$ cat config.mk
export PLATFORM = sky130hd
export DESIGN_NAME = dbr_router
export DESIGN_NICKNAME = d
export VERILOG_FILES = /design/src/rtl/dbr_pkg.sv /design/src/rtl/dbr_decode.sv /design/src/rtl/dbr_target.sv /design/src/rtl/dbr_slot.sv /design/src/rtl/dbr_router.sv
export SDC_FILE = /design/constraint.sdc
export NUM_CORES = 1
export LEC_CHECK = 0
export BUFFER_PORTS_ARGS = -buffer_cell sky130_fd_sc_hd__buf_2
export CAP_MARGIN = 20
export CORE_UTILIZATION = 28
export DETAILED_ROUTE_END_ITERATION = 12
export PLACE_DENSITY_LB_ADDON = 0.08
export SYNTH_ARGS = -nofsm -noshare
export SYNTH_HDL_FRONTEND = slang
export SYNTH_SLANG_ARGS = --single-unit
$ cat constraint.sdc
create_clock -name clk -period 2 [get_ports clk]
set_clock_uncertainty 0.2 [all_clocks]
set_input_delay 0.6 -clock clk [delete_from_list [all_inputs] [get_ports clk]]
set_output_delay 0.6 -clock clk [all_outputs]
set_load 0.05 [all_outputs]
$ cat src/rtl/dbr_pkg.sv
package dbr_pkg;
    localparam int MSG_W    = 32;
    localparam int TYPE_LSB = 27;
    localparam int TYPE_W   = 3;
    localparam int BCAST_B  = 26;
    localparam int TAG_W    = 14;

    localparam logic [TYPE_W-1:0] TYPE_NORMAL   = 3'd0;
    localparam logic [TYPE_W-1:0] TYPE_CRITICAL = 3'd1;

    typedef enum logic [1:0] {
        DB_NONE     = 2'd0,
        DB_NORMAL   = 2'd1,
        DB_CRITICAL = 2'd2
    } db_class_e;

    typedef struct packed {
        db_class_e        cls;
        logic             bcast;
        logic [TAG_W-1:0] tag;
    } db_msg_t;

    function automatic db_class_e type_to_class(input logic [TYPE_W-1:0] t);
        case (t)
            TYPE_NORMAL:   return DB_NORMAL;
            TYPE_CRITICAL: return DB_CRITICAL;
            default:       return DB_NONE;
        endcase
    endfunction
endpackage

$ cat src/rtl/dbr_decode.sv
module dbr_decode
    import dbr_pkg::*;
(
    input  logic             vld,
    input  logic [MSG_W-1:0] msg,
    output db_msg_t          dec
);
    always_comb begin
        dec.cls   = vld ? type_to_class(msg[TYPE_LSB +: TYPE_W]) : DB_NONE;
        dec.bcast = msg[BCAST_B];
        dec.tag   = msg[TAG_W-1:0];
    end
endmodule

$ cat src/rtl/dbr_target.sv
module dbr_target
    import dbr_pkg::*;
#(
    parameter int N       = 4,
    parameter int ID_BASE = 5
) (
    input  db_msg_t       dec,
    output logic [N-1:0]  hit
);
    for (genvar i = 0; i < N; i++) begin : g_cmp
        localparam logic [TAG_W-1:0] CORE_ID = TAG_W'(ID_BASE + i);
        assign hit[i] = (dec.cls != DB_NONE) && (dec.bcast || dec.tag == CORE_ID);
    end
endmodule

$ cat src/rtl/dbr_slot.sv
module dbr_slot (
    input  logic clk,
    input  logic rst,
    input  logic set_n,
    input  logic set_c,
    input  logic clr_n,
    input  logic clr_c,
    output logic pend_n,
    output logic pend_c,
    output logic irq
);
    always_ff @(posedge clk) begin
        if (rst) begin
            pend_n <= 1'b0;
            pend_c <= 1'b0;
            irq    <= 1'b0;
        end else begin
            if (set_n)      pend_n <= 1'b1;
            else if (clr_n) pend_n <= 1'b0;
            if (set_c)      pend_c <= 1'b1;
            else if (clr_c) pend_c <= 1'b0;
            irq <= set_n | set_c;
        end
    end

    AST_SEND_WINS_N: assert property (@(posedge clk) disable iff (rst) set_n |=> pend_n);
    AST_SEND_WINS_C: assert property (@(posedge clk) disable iff (rst) set_c |=> pend_c);
    AST_CLEAR_N: assert property (@(posedge clk) disable iff (rst) (clr_n && !set_n) |=> !pend_n);
    AST_CLEAR_C: assert property (@(posedge clk) disable iff (rst) (clr_c && !set_c) |=> !pend_c);
    AST_HOLD_N: assert property (@(posedge clk) disable iff (rst) (!set_n && !clr_n) |=> $stable(pend_n));
    AST_HOLD_C: assert property (@(posedge clk) disable iff (rst) (!set_c && !clr_c) |=> $stable(pend_c));
    AST_IRQ_PENDING: assert property (@(posedge clk) disable iff (rst) irq |-> (pend_n || pend_c));
endmodule

$ cat src/rtl/dbr_router.sv
module dbr_router
    import dbr_pkg::*;
#(
    parameter int N       = 4,
    parameter int ID_BASE = 5,
    localparam int CIDX_W = (N > 1) ? $clog2(N) : 1
) (
    input  logic              clk,
    input  logic              rst,
    input  logic              snd_vld,
    input  logic [31:0]       snd_msg,
    input  logic              clr_vld,
    input  logic [CIDX_W-1:0] clr_core,
    input  logic [31:0]       clr_msg,
    input  logic [N-1:0]      ack_nrm,
    input  logic [N-1:0]      ack_crit,
    output logic [N-1:0]      pend_nrm,
    output logic [N-1:0]      pend_crit,
    output logic [N-1:0]      irq_req
);
    db_msg_t      snd_dec;
    db_msg_t      clr_dec;
    logic [N-1:0] snd_hit;

    dbr_decode u_snd_dec (.vld(snd_vld), .msg(snd_msg), .dec(snd_dec));
    dbr_decode u_clr_dec (.vld(clr_vld), .msg(clr_msg), .dec(clr_dec));

    dbr_target #(.N(N), .ID_BASE(ID_BASE)) u_target (.dec(snd_dec), .hit(snd_hit));

    for (genvar i = 0; i < N; i++) begin : g_core
        logic own_clr;
        logic set_n, set_c, clr_n, clr_c;
        assign own_clr = (clr_core == CIDX_W'(i));
        assign set_n = snd_hit[i] && (snd_dec.cls == DB_NORMAL);
        assign set_c = snd_hit[i] && (snd_dec.cls == DB_CRITICAL);
        assign clr_n = ack_nrm[i]  || (own_clr && clr_dec.cls == DB_NORMAL);
        assign clr_c = ack_crit[i] || (own_clr && clr_dec.cls == DB_CRITICAL);

        dbr_slot u_slot (
            .clk(clk), .rst(rst),
            .set_n(set_n), .set_c(set_c), .clr_n(clr_n), .clr_c(clr_c),
            .pend_n(pend_nrm[i]), .pend_c(pend_crit[i]), .irq(irq_req[i])
        );
    end

    AST_BCAST_ALL: assert property (@(posedge clk) disable iff (rst)
        (snd_dec.cls != DB_NONE && snd_dec.bcast) |=> (&irq_req));
    AST_BAD_TYPE_QUIET: assert property (@(posedge clk) disable iff (rst)
        (snd_dec.cls == DB_NONE) |=> (irq_req == '0));
    AST_DIRECT_TARGET: assert property (@(posedge clk) disable iff (rst)
        (snd_dec.cls != DB_NONE && !snd_dec.bcast) |=> $onehot0(irq_req));
    AST_RESET_CLEAN: assert property (@(posedge clk)
        $past(rst) |-> (pend_nrm == '0 && pend_crit == '0 && irq_req == '0));
endmodule

==> results of run 1 <==
## synthesized netlist by cell type (all sizes together)
library cell / n / area share [%]
nor4b: 2 / 2.6
o311ai: 2 / 2.6
nor2: 9 / 4.9
or4b: 2 / 3.5
nand2b: 3 / 2.7
nor4bb: 2 / 2.9
o211ai: 14 / 15
or4bb: 1 / 1.6
nor4: 2 / 1.8
nand3: 1 / 0.73
a21oi: 4 / 2.9
nand4: 4 / 3.7
nand2: 2 / 1.1
inv: 1 / 0.55
dfxtp: 12 / 35
or3: 1 / 1.6
buf: 13 / 15
and4b: 1 / 1.5
## sequential cells by signal, indices dropped and copies added (netlist names)
register	flops
g_core.u_slot.pend_c	4
g_core.u_slot.pend_n	4
g_core.u_slot.irq	4
## cell type report
class | instances | area [um^2]
Fill cell | 235 | 1325
Multi-Input combinational cell | 50 | 339.1
Timing Repair Buffer | 52 | 275.3
Sequential cell | 12 | 240.2
Clock buffer | 4 | 36.28
Tap cell | 28 | 35.03
Inverter | 1 | 3.754
## power breakdown
part	internal (mW)	total [mW]	switching [mW]	leakage, nW
combinational	0.0418	0.0889	0.0471	0.310
clock	0.110	0.189	0.0782	0.0210
sequential	0.242	0.244	0.00129	0.0970
## worst paths after layout
kind	start	endpoint	slack, ns	cells past startpoint
worst max-delay path	clr_msg[27]	g_core[0].u_slot.pend_n	0.09	4
worst min-delay path	g_core[1].u_slot.pend_c	g_core[1].u_slot.pend_c	0.31	2
worst max register to register	g_core[0].u_slot.pend_c	g_core[0].u_slot.pend_c	1.13	2
worst min register to register	g_core[1].u_slot.pend_c	g_core[1].u_slot.pend_c	0.31	2
## kinds of logic after synthesis
group,after synthesis
and+or+nand+nor,30
AOI/OAI and AO/OA,20
DFF,12
buffers and inverters,14
## critical path: stages
cell,delay [ns]
buf_2,0.10
or4b_2,0.73
o311ai_1,0.27
o211ai_1,0.14
## layer usage
layer	vias up	GRT usage [%]	part of all wire [%]
met2	35	21.21	44
met1	313	21.21	48
li1	378	-	-
met4	0	4.054	0.75
met5	-	0	0
met3	2	3.869	7.8
==> flow_metrics.py, run 1 <==
metrics = {
    "clock_tree": {
        "clk-insertion-delay-late_ns": 0.26,
        "htreeDepth": 1,
        "cts_tree": "yes",
        "cts_root_buffer": "clkbuf_4",
        "cts_resized": 0,
        "ctsHoldBuffers": 0,
        "clkSlewWorstSetupHoldPaths_ns": 0.08,
        "cts.sinks": 12,
        "cts_made_buffers": 3,
        "post-cts-setup-buffer-count": 0,
        "clock_path_buffers": 2,
    },
    "route": {
        "ant_nets": 0,
        "wl_um": 1861,
        "vias_per_cell": 4.952,
        "drt_iter0_drc": 15,
        "wl_per_cell_um": 12.66,
        "drt_pass1_iterations": 4,
        "vias": 728,
        "drc": 0,
    },
    "sta": {
        "grt_setup_unrepaired": "false",
        "relSlewSlack_pct": 78.65,
        "timing.final.crit_share_pct": 95.45,
        "drv_slew": 0,
        "fin_setup_tns_ns": 0,
        "timing.hold.ws_ns": 0.3122,
        "setup_slack_ns": 0.09107,
        "tightestPinTransition_ns": 0.3163,
        "hold_viol": 0,
        "fin_crit_ns": 1.909,
        "setup_viol": 0,
        "max_freq_ghz": 0.5239,
    },
    "floorplan": {
        "core_area_um2": 2255,
        "ios": 90,
        "die_y_um": 51.44,
        "die_w_um": 51.44,
        "initial_core_util_pct": 30.36,
        "rows": 17,
        "die_area_um2": 2646,
    },
    "placed_design": {
        "place.gp.congestion": 0.7661,
        "pre_cts_ws_ns": -0.1960,
        "numPlacedInstances": 143,
        "hpwl_um": 1462,
        "io_buffers": 46,
        "place_area_um2": 893.4,
    },
    "synthesis": {
        "yosys_warnings": 0,
        "synth_compound_area_share_pct": 20.84,
        "synthMuxAreaShare_pct": 0,
        "syn_nets": 154,
        "ys_types": 20,
        "synth_fa_ha_area_share_pct": 0,
        "synth_top_family_by_area": "simple AND/OR/NAND/NOR gates",
        "ys_ff_latch": 12,
        "ys_seq_area_share_pct": 35.10,
        "synth_simple_gate_area_share_pct": 28.70,
        "synthXorXnorAreaFrac_pct": 0,
        "synthesis.area_um2": 684.4,
        "synth_cells": 76,
        "synth_area_per_cell_um2": 9.005,
    },
    "setup_path": {
        "crit_type": "in -> reg",
        "critPathLaunchType": "input port",
        "critPathMaxFanout": 4,
        "required_ns": 1.94,
        "arrival_ns": 1.85,
        "end_kind": "register",
    },
    "layout": {
        "layout-drive-gt1-share_pct": 49.58,
        "final_nets": 198,
        "final_area_um2": 929.6,
        "n_antenna_cell": 0,
        "final_cell_mix": "buf_2 (46), o211ai_1 (14), dfxtp_1 (12)",
        "area.growth.synth_to_final_pct": 35.83,
        "fin_cells": 147,
        "final_common_cell": "buf_2",
        "final_util_pct": 41.23,
    },
    "pwr": {
        "leakagePower_nw": 0.4283,
        "peakVddDrop_mv": 0.3701,
        "power_density_nw_per_um2": 560.5,
        "power_mw": 0.5211,
    },
    "grt": {
        "overflow": 0,
        "grt_pass1_wl_um": 2815,
        "track_usage_pct": 14.73,
        "grt_start_max_net_pins": 10,
        "grt_pass1_vias": 627,
        "antenna_found_initial": 0,
    },
    "outcome": {
        "status": "complete, no violations",
    },
    "job": {
        "drv_cap": 0,
    },
    "hold_path": {
        "hold_path.class": "reg -> reg",
    },
}
Power figures use the tool's default switching activity.
==> run 2: changes to the inputs <==
Settings changed: CELL_PAD_IN_SITES_DETAIL_PLACEMENT from default to 0, CELL_PAD_IN_SITES_GLOBAL_PLACEMENT from default to 1, CORE_UTILIZATION 28 to 17.
==> flow_metrics.py, run 2 (synthesis gave the netlist of run 1 again) <==
metrics = {
    "route": {
        "wl_per_cell_um": 12.90,
        "drt_iter0_drc": 8,
        "ant_nets": 0,
        "drc": 0,
        "vias_per_cell": 4.317,
        "wl_um": 2154,
        "drt_pass1_iterations": 2,
        "vias": 721,
    },
    "layout": {
        "fillers": 429,
        "layout-drive-gt1-share_pct": 49.58,
        "final_cell_mix": "buf_2 (46), o211ai_1 (14), dfxtp_1 (12)",
        "regArea_um2": 240.2,
        "final_area_um2": 973.4,
        "multi_input_area_um2": 339.1,
        "n_antenna_cell": 0,
        "largestRegisters": "g_core.u_slot.irq: 4 flops, g_core.u_slot.pend_c: 4 flops, g_core.u_slot.pend_n: 4 flops",
        "final_nets": 198,
        "final_common_cell": "buf_2",
        "area.growth.synth_to_final_pct": 42.23,
    },
    "hold_path": {
        "hp-start": "g_core[1].u_slot.pend_n",
        "hold_depth": 2,
        "min_to": "g_core[1].u_slot.pend_n",
        "hold_path.class": "reg -> reg",
    },
    "clock_tree": {
        "cts_made_buffers": 3,
        "ctsHoldBuffers": 0,
        "clock_path_buffers": 2,
        "clk-insertion-delay-late_ns": 0.24,
        "post-cts-setup-buffer-count": 0,
        "clkSlewWorstSetupHoldPaths_ns": 0.06,
        "cts_root_buffer": "clkbuf_8",
        "cts.sinks": 12,
        "cts_tree": "yes",
        "htreeDepth": 1,
        "cts_resized": 0,
    },
    "sta": {
        "fin_crit_ns": 1.931,
        "drv_slew": 0,
        "tightestPinTransition_ns": 0.2969,
        "setup_viol": 0,
        "max_freq_ghz": 0.5178,
        "timing.hold.ws_ns": 0.3147,
        "grt_setup_unrepaired": "false",
        "relSlewSlack_pct": 79.96,
        "hold_viol": 0,
        "timing.final.crit_share_pct": 96.56,
    },
    "grt": {
        "grt_pass1_vias": 714,
        "grt_start_max_net_pins": 10,
        "grt_pass1_wl_um": 3346,
        "track_usage_pct": 10.89,
        "overflow": 0,
        "antenna_found_initial": 0,
    },
    "setup_path": {
        "cp_slowest_cell": "or4b_2",
        "r2r_start": "g_core[0].u_slot.pend_c",
        "cp_top_family": "simple AND/OR/NAND/NOR gates",
        "worstPathCellList": "buf_2 -> or4b_2 -> o311ai_1 -> o211ai_1",
        "path_buf_inv": 1,
        "critPathLaunchType": "input port",
        "arrival_ns": 1.84,
        "crit_type": "in -> reg",
        "r2r_slack_ns": 1.15,
        "required_ns": 1.91,
        "slowest_delay_ns": 0.74,
        "critPathMaxFanout": 4,
        "end_kind": "register",
        "reg2reg_depth": 2,
        "crit_cells": 4,
        "reg2reg_to": "g_core[0].u_slot.pend_c",
    },
    "pwr": {
        "power.share.clock_pct": 44.5,
        "peakVddDrop_mv": 0.1870,
        "power_frac_comb_pct": 14.9,
        "leakagePower_nw": 0.4361,
        "power_switching_mw": 0.1426,
        "swShare_pct": 23.72,
        "p_int_mw": 0.4587,
        "power_density_nw_per_um2": 617.7,
        "p_seq_share_pct": 40.6,
    },
    "job": {
        "drv_cap": 0,
    },
    "floorplan": {
        "die_area_um2": 4284,
        "core_area_um2": 3771,
        "die_y_um": 65.45,
        "rows": 22,
        "initial_core_util_pct": 18.15,
        "ios": 90,
        "die_w_um": 65.45,
    },
    "placed_design": {
        "place_area_um2": 918.4,
        "io_buffers": 46,
        "place.gp.congestion": 0.6551,
        "hpwl_um": 1778,
    },
    "outcome": {
        "status": "complete, no violations",
    },
}
[run 2: final cells by class]
class                           count  share of cell area (%)
Clock buffer                        4                   5.656
Inverter                            1                  0.3856
Sequential cell                    12                   24.68
Timing Repair Buffer               52                   28.28
Multi-Input combinational cell     50                   34.83
Tap cell                           48                   6.170
[run 2: through the flow]
| step | power, mW | cells | TNS (ns) | setup slack [ns] | util (%) |
|---|---|---|---|---|---|
| floorplan | 0.2924 | 76 | 0 | 0.01646 | - |
| global placement | 0.3387 | 163 | -0.5945 | -0.2030 | 24.35 |
| detailed placement | 0.3402 | 163 | -0.5853 | -0.1899 | 24.35 |
| CTS | 0.6128 | 167 | 0 | 0.06853 | 25.81 |
| global route | 0.6327 | 167 | 0 | 0.04578 | 25.81 |
| finish | 0.6013 | 167 | 0 | 0.06882 | 25.81 |
[run 2: how the worst max path moves through the flow]
stage                startpoint                      end
floorplan           clr_msg[27]  g_core[0].u_slot.pend_n
global placement    clr_msg[27]  g_core[0].u_slot.pend_n
detailed placement  clr_msg[27]  g_core[0].u_slot.pend_n
global route        clr_msg[27]  g_core[0].u_slot.pend_n
CTS                 clr_msg[27]  g_core[0].u_slot.pend_n
finish              clr_msg[27]  g_core[0].u_slot.pend_n
[run 2: metal layers]
| metal | wire (um) | track usage (%) |
|---|---|---|
| met5 | 0 | 0 |
| met4 | 17 | 4.076 |
| met3 | 164 | 4.688 |
| met2 | 1014 | 17.01 |
| met1 | 958 | 13.12 |
[run 2: power groups by stage]
stage          sequential (mW)  clock (mW)  combinational (mW)
2_1_floorplan            0.249           0              0.0433
3_3_place_gp             0.249           0              0.0894
3_5_place_dp             0.249           0              0.0907
4_1_cts                  0.244       0.277              0.0911
5_1_grt                  0.244       0.290              0.0981
6_report                 0.244       0.268              0.0893
[run 2: tightest hold or removal path, cell delays in order, from the launching register on]
cell,delay (ns)
dfxtp_1,0.32
o211ai_1,0.08
o211ai_1,0.08
==> run 3: changes to the inputs <==
Settings changed: CORE_UTILIZATION 17 to 19, PLACE_DENSITY from default to 0.82, PLACE_DENSITY_LB_ADDON 0.08 to default.
Clock period 2 ns to 2.2 ns, I/O delays scaled along.
==> flow_metrics.py, run 3 (synthesis gave the netlist of run 1 again) <==
metrics = {
    "setup_path": {
        "reg2reg_depth": 2,
        "reg2reg_to": "g_core[0].u_slot.pend_c",
        "required_ns": 2.15,
        "critPathLaunchType": "input port",
        "r2r_start": "g_core[0].u_slot.pend_c",
        "r2r_slack_ns": 1.32,
        "end_kind": "register",
        "critPathMaxFanout": 2,
        "arrival_ns": 1.92,
        "crit_type": "in -> reg",
    },
    "pwr": {
        "p_seq_share_pct": 46.6,
        "swShare_pct": 24.69,
        "power_density_nw_per_um2": 503.8,
        "power_mw": 0.4760,
        "power.share.clock_pct": 36.7,
        "power_frac_comb_pct": 16.7,
        "power_switching_mw": 0.1175,
        "leakagePower_nw": 0.4228,
        "p_int_mw": 0.3584,
        "peakVddDrop_mv": 0.2082,
    },
    "layout": {
        "fillers": 369,
        "n_antenna_cell": 0,
        "final_nets": 197,
        "multi_input_area_um2": 339.1,
        "area.growth.synth_to_final_pct": 38.03,
        "layout-drive-gt1-share_pct": 49.15,
        "largestRegisters": "g_core.u_slot.irq: 4 flops, g_core.u_slot.pend_c: 4 flops, g_core.u_slot.pend_n: 4 flops",
        "regArea_um2": 240.2,
        "final_common_cell": "buf_2",
        "final_cell_mix": "buf_2 (46), o211ai_1 (14), dfxtp_1 (12)",
        "final_util_pct": 27.87,
    },
    "clock_tree": {
        "clkSlewWorstSetupHoldPaths_ns": 0.07,
        "clk-insertion-delay-late_ns": 0.27,
        "cts_made_buffers": 3,
        "cts_resized": 0,
        "post-cts-setup-buffer-count": 0,
        "ctsHoldBuffers": 0,
        "cts.sinks": 12,
        "clock_path_buffers": 2,
        "cts_root_buffer": "clkbuf_4",
        "cts_tree": "yes",
        "htreeDepth": 1,
    },
    "sta": {
        "setup_viol": 0,
        "grt_setup_unrepaired": "false",
        "tightestPinTransition_ns": 0.5418,
        "fin_crit_ns": 1.974,
        "drv_slew": 0,
        "timing.final.crit_share_pct": 89.71,
        "hold_viol": 0,
        "setup_slack_ns": 0.2264,
        "relSlewSlack_pct": 63.37,
        "fin_setup_tns_ns": 0,
        "max_freq_ghz": 0.5067,
    },
    "route": {
        "drt_pass1_iterations": 4,
        "drc": 0,
        "drt_iter0_drc": 24,
        "ant_nets": 0,
        "wl_um": 1919,
        "vias_per_cell": 4.512,
        "vias": 740,
        "wl_per_cell_um": 11.70,
    },
    "floorplan": {
        "ios": 90,
        "rows": 21,
        "core_area_um2": 3390,
        "die_y_um": 62.02,
        "die_area_um2": 3846,
        "die_w_um": 62.02,
        "initial_core_util_pct": 20.19,
    },
    "placed_design": {
        "pre_cts_ws_ns": -0.06797,
        "io_buffers": 46,
        "hpwl_um": 1668,
        "place.gp.congestion": 0.7886,
    },
    "hold_path": {
        "min_to": "g_core[1].u_slot.pend_c",
        "hp-start": "g_core[1].u_slot.pend_c",
        "hold_path.class": "reg -> reg",
        "hold_depth": 2,
    },
    "grt": {
        "grt_pass1_vias": 713,
        "overflow": 0,
        "track_usage_pct": 10.75,
        "grt_start_max_net_pins": 9,
        "antenna_found_initial": 0,
        "grt_pass1_wl_um": 2884,
    },
    "job": {
        "drv_cap": 0,
    },
    "outcome": {
        "status": "complete, no violations",
    },
}
## run 3: cell count changes in the layout (fill, tap and decap cells not counted), sizes merged
cell / previous run / this run
buf: 52 / 51
## run 3: stage by stage
step	cells	cell area (um^2)	hold slack (ns)
final	164	944.7	0.3337
after global routing	164	944.7	0.3647
after CTS	164	944.7	0.3404
after detailed placement	160	908.4	0.3283
after global placement	160	908.4	0.2964
after floorplan	76	684.4	0.2820
## run 3: worst max-delay path by stage
stage | startpoint | end | slack [ns] | cells after the start
after floorplan | clr_msg[27] | g_core[0].u_slot.pend_n | 0.10 | 3
after global placement | clr_msg[27] | g_core[0].u_slot.pend_n | -0.06 | 4
after detailed placement | clr_msg[27] | g_core[0].u_slot.pend_n | -0.07 | 4
after CTS | clr_msg[27] | g_core[0].u_slot.pend_n | 0.22 | 4
after global routing | clr_msg[27] | g_core[0].u_slot.pend_n | 0.20 | 4
final | clr_msg[27] | g_core[0].u_slot.pend_n | 0.23 | 4
## run 3: layer usage
layer | track usage, % | wire length, um | up-vias | part of all wire (%)
li1 | - | - | 367 | -
met1 | 12.13 | 810 | 321 | 42
met2 | 18.54 | 891 | 48 | 46
met3 | 2.692 | 191 | 4 | 10
met4 | 5.714 | 25 | 0 | 1.3
met5 | 0 | 0 | - | 0
## run 3: cell type report
type,instances,area share (%)
well taps,46,6.093
clock buffers,4,3.841
multi-input cells,50,35.89
flip-flops and latches,12,25.43
repair buffers,51,28.34
inverters,1,0.3974
## run 3: power by group through the flow
stage                     registers, mW  clock network (mW)  logic (mW)
after floorplan                   0.226                   0      0.0393
after global placement            0.227                   0      0.0773
after detailed placement          0.227                   0      0.0799
after CTS                         0.222               0.183      0.0802
after global routing              0.222               0.197      0.0874
final                             0.222               0.175      0.0795
## run 3: worst max-delay path, stage by stage
cell and delay (ns):
buf_2 0.10, or4b_2 0.68, o311ai_0 0.35, o211ai_1 0.14
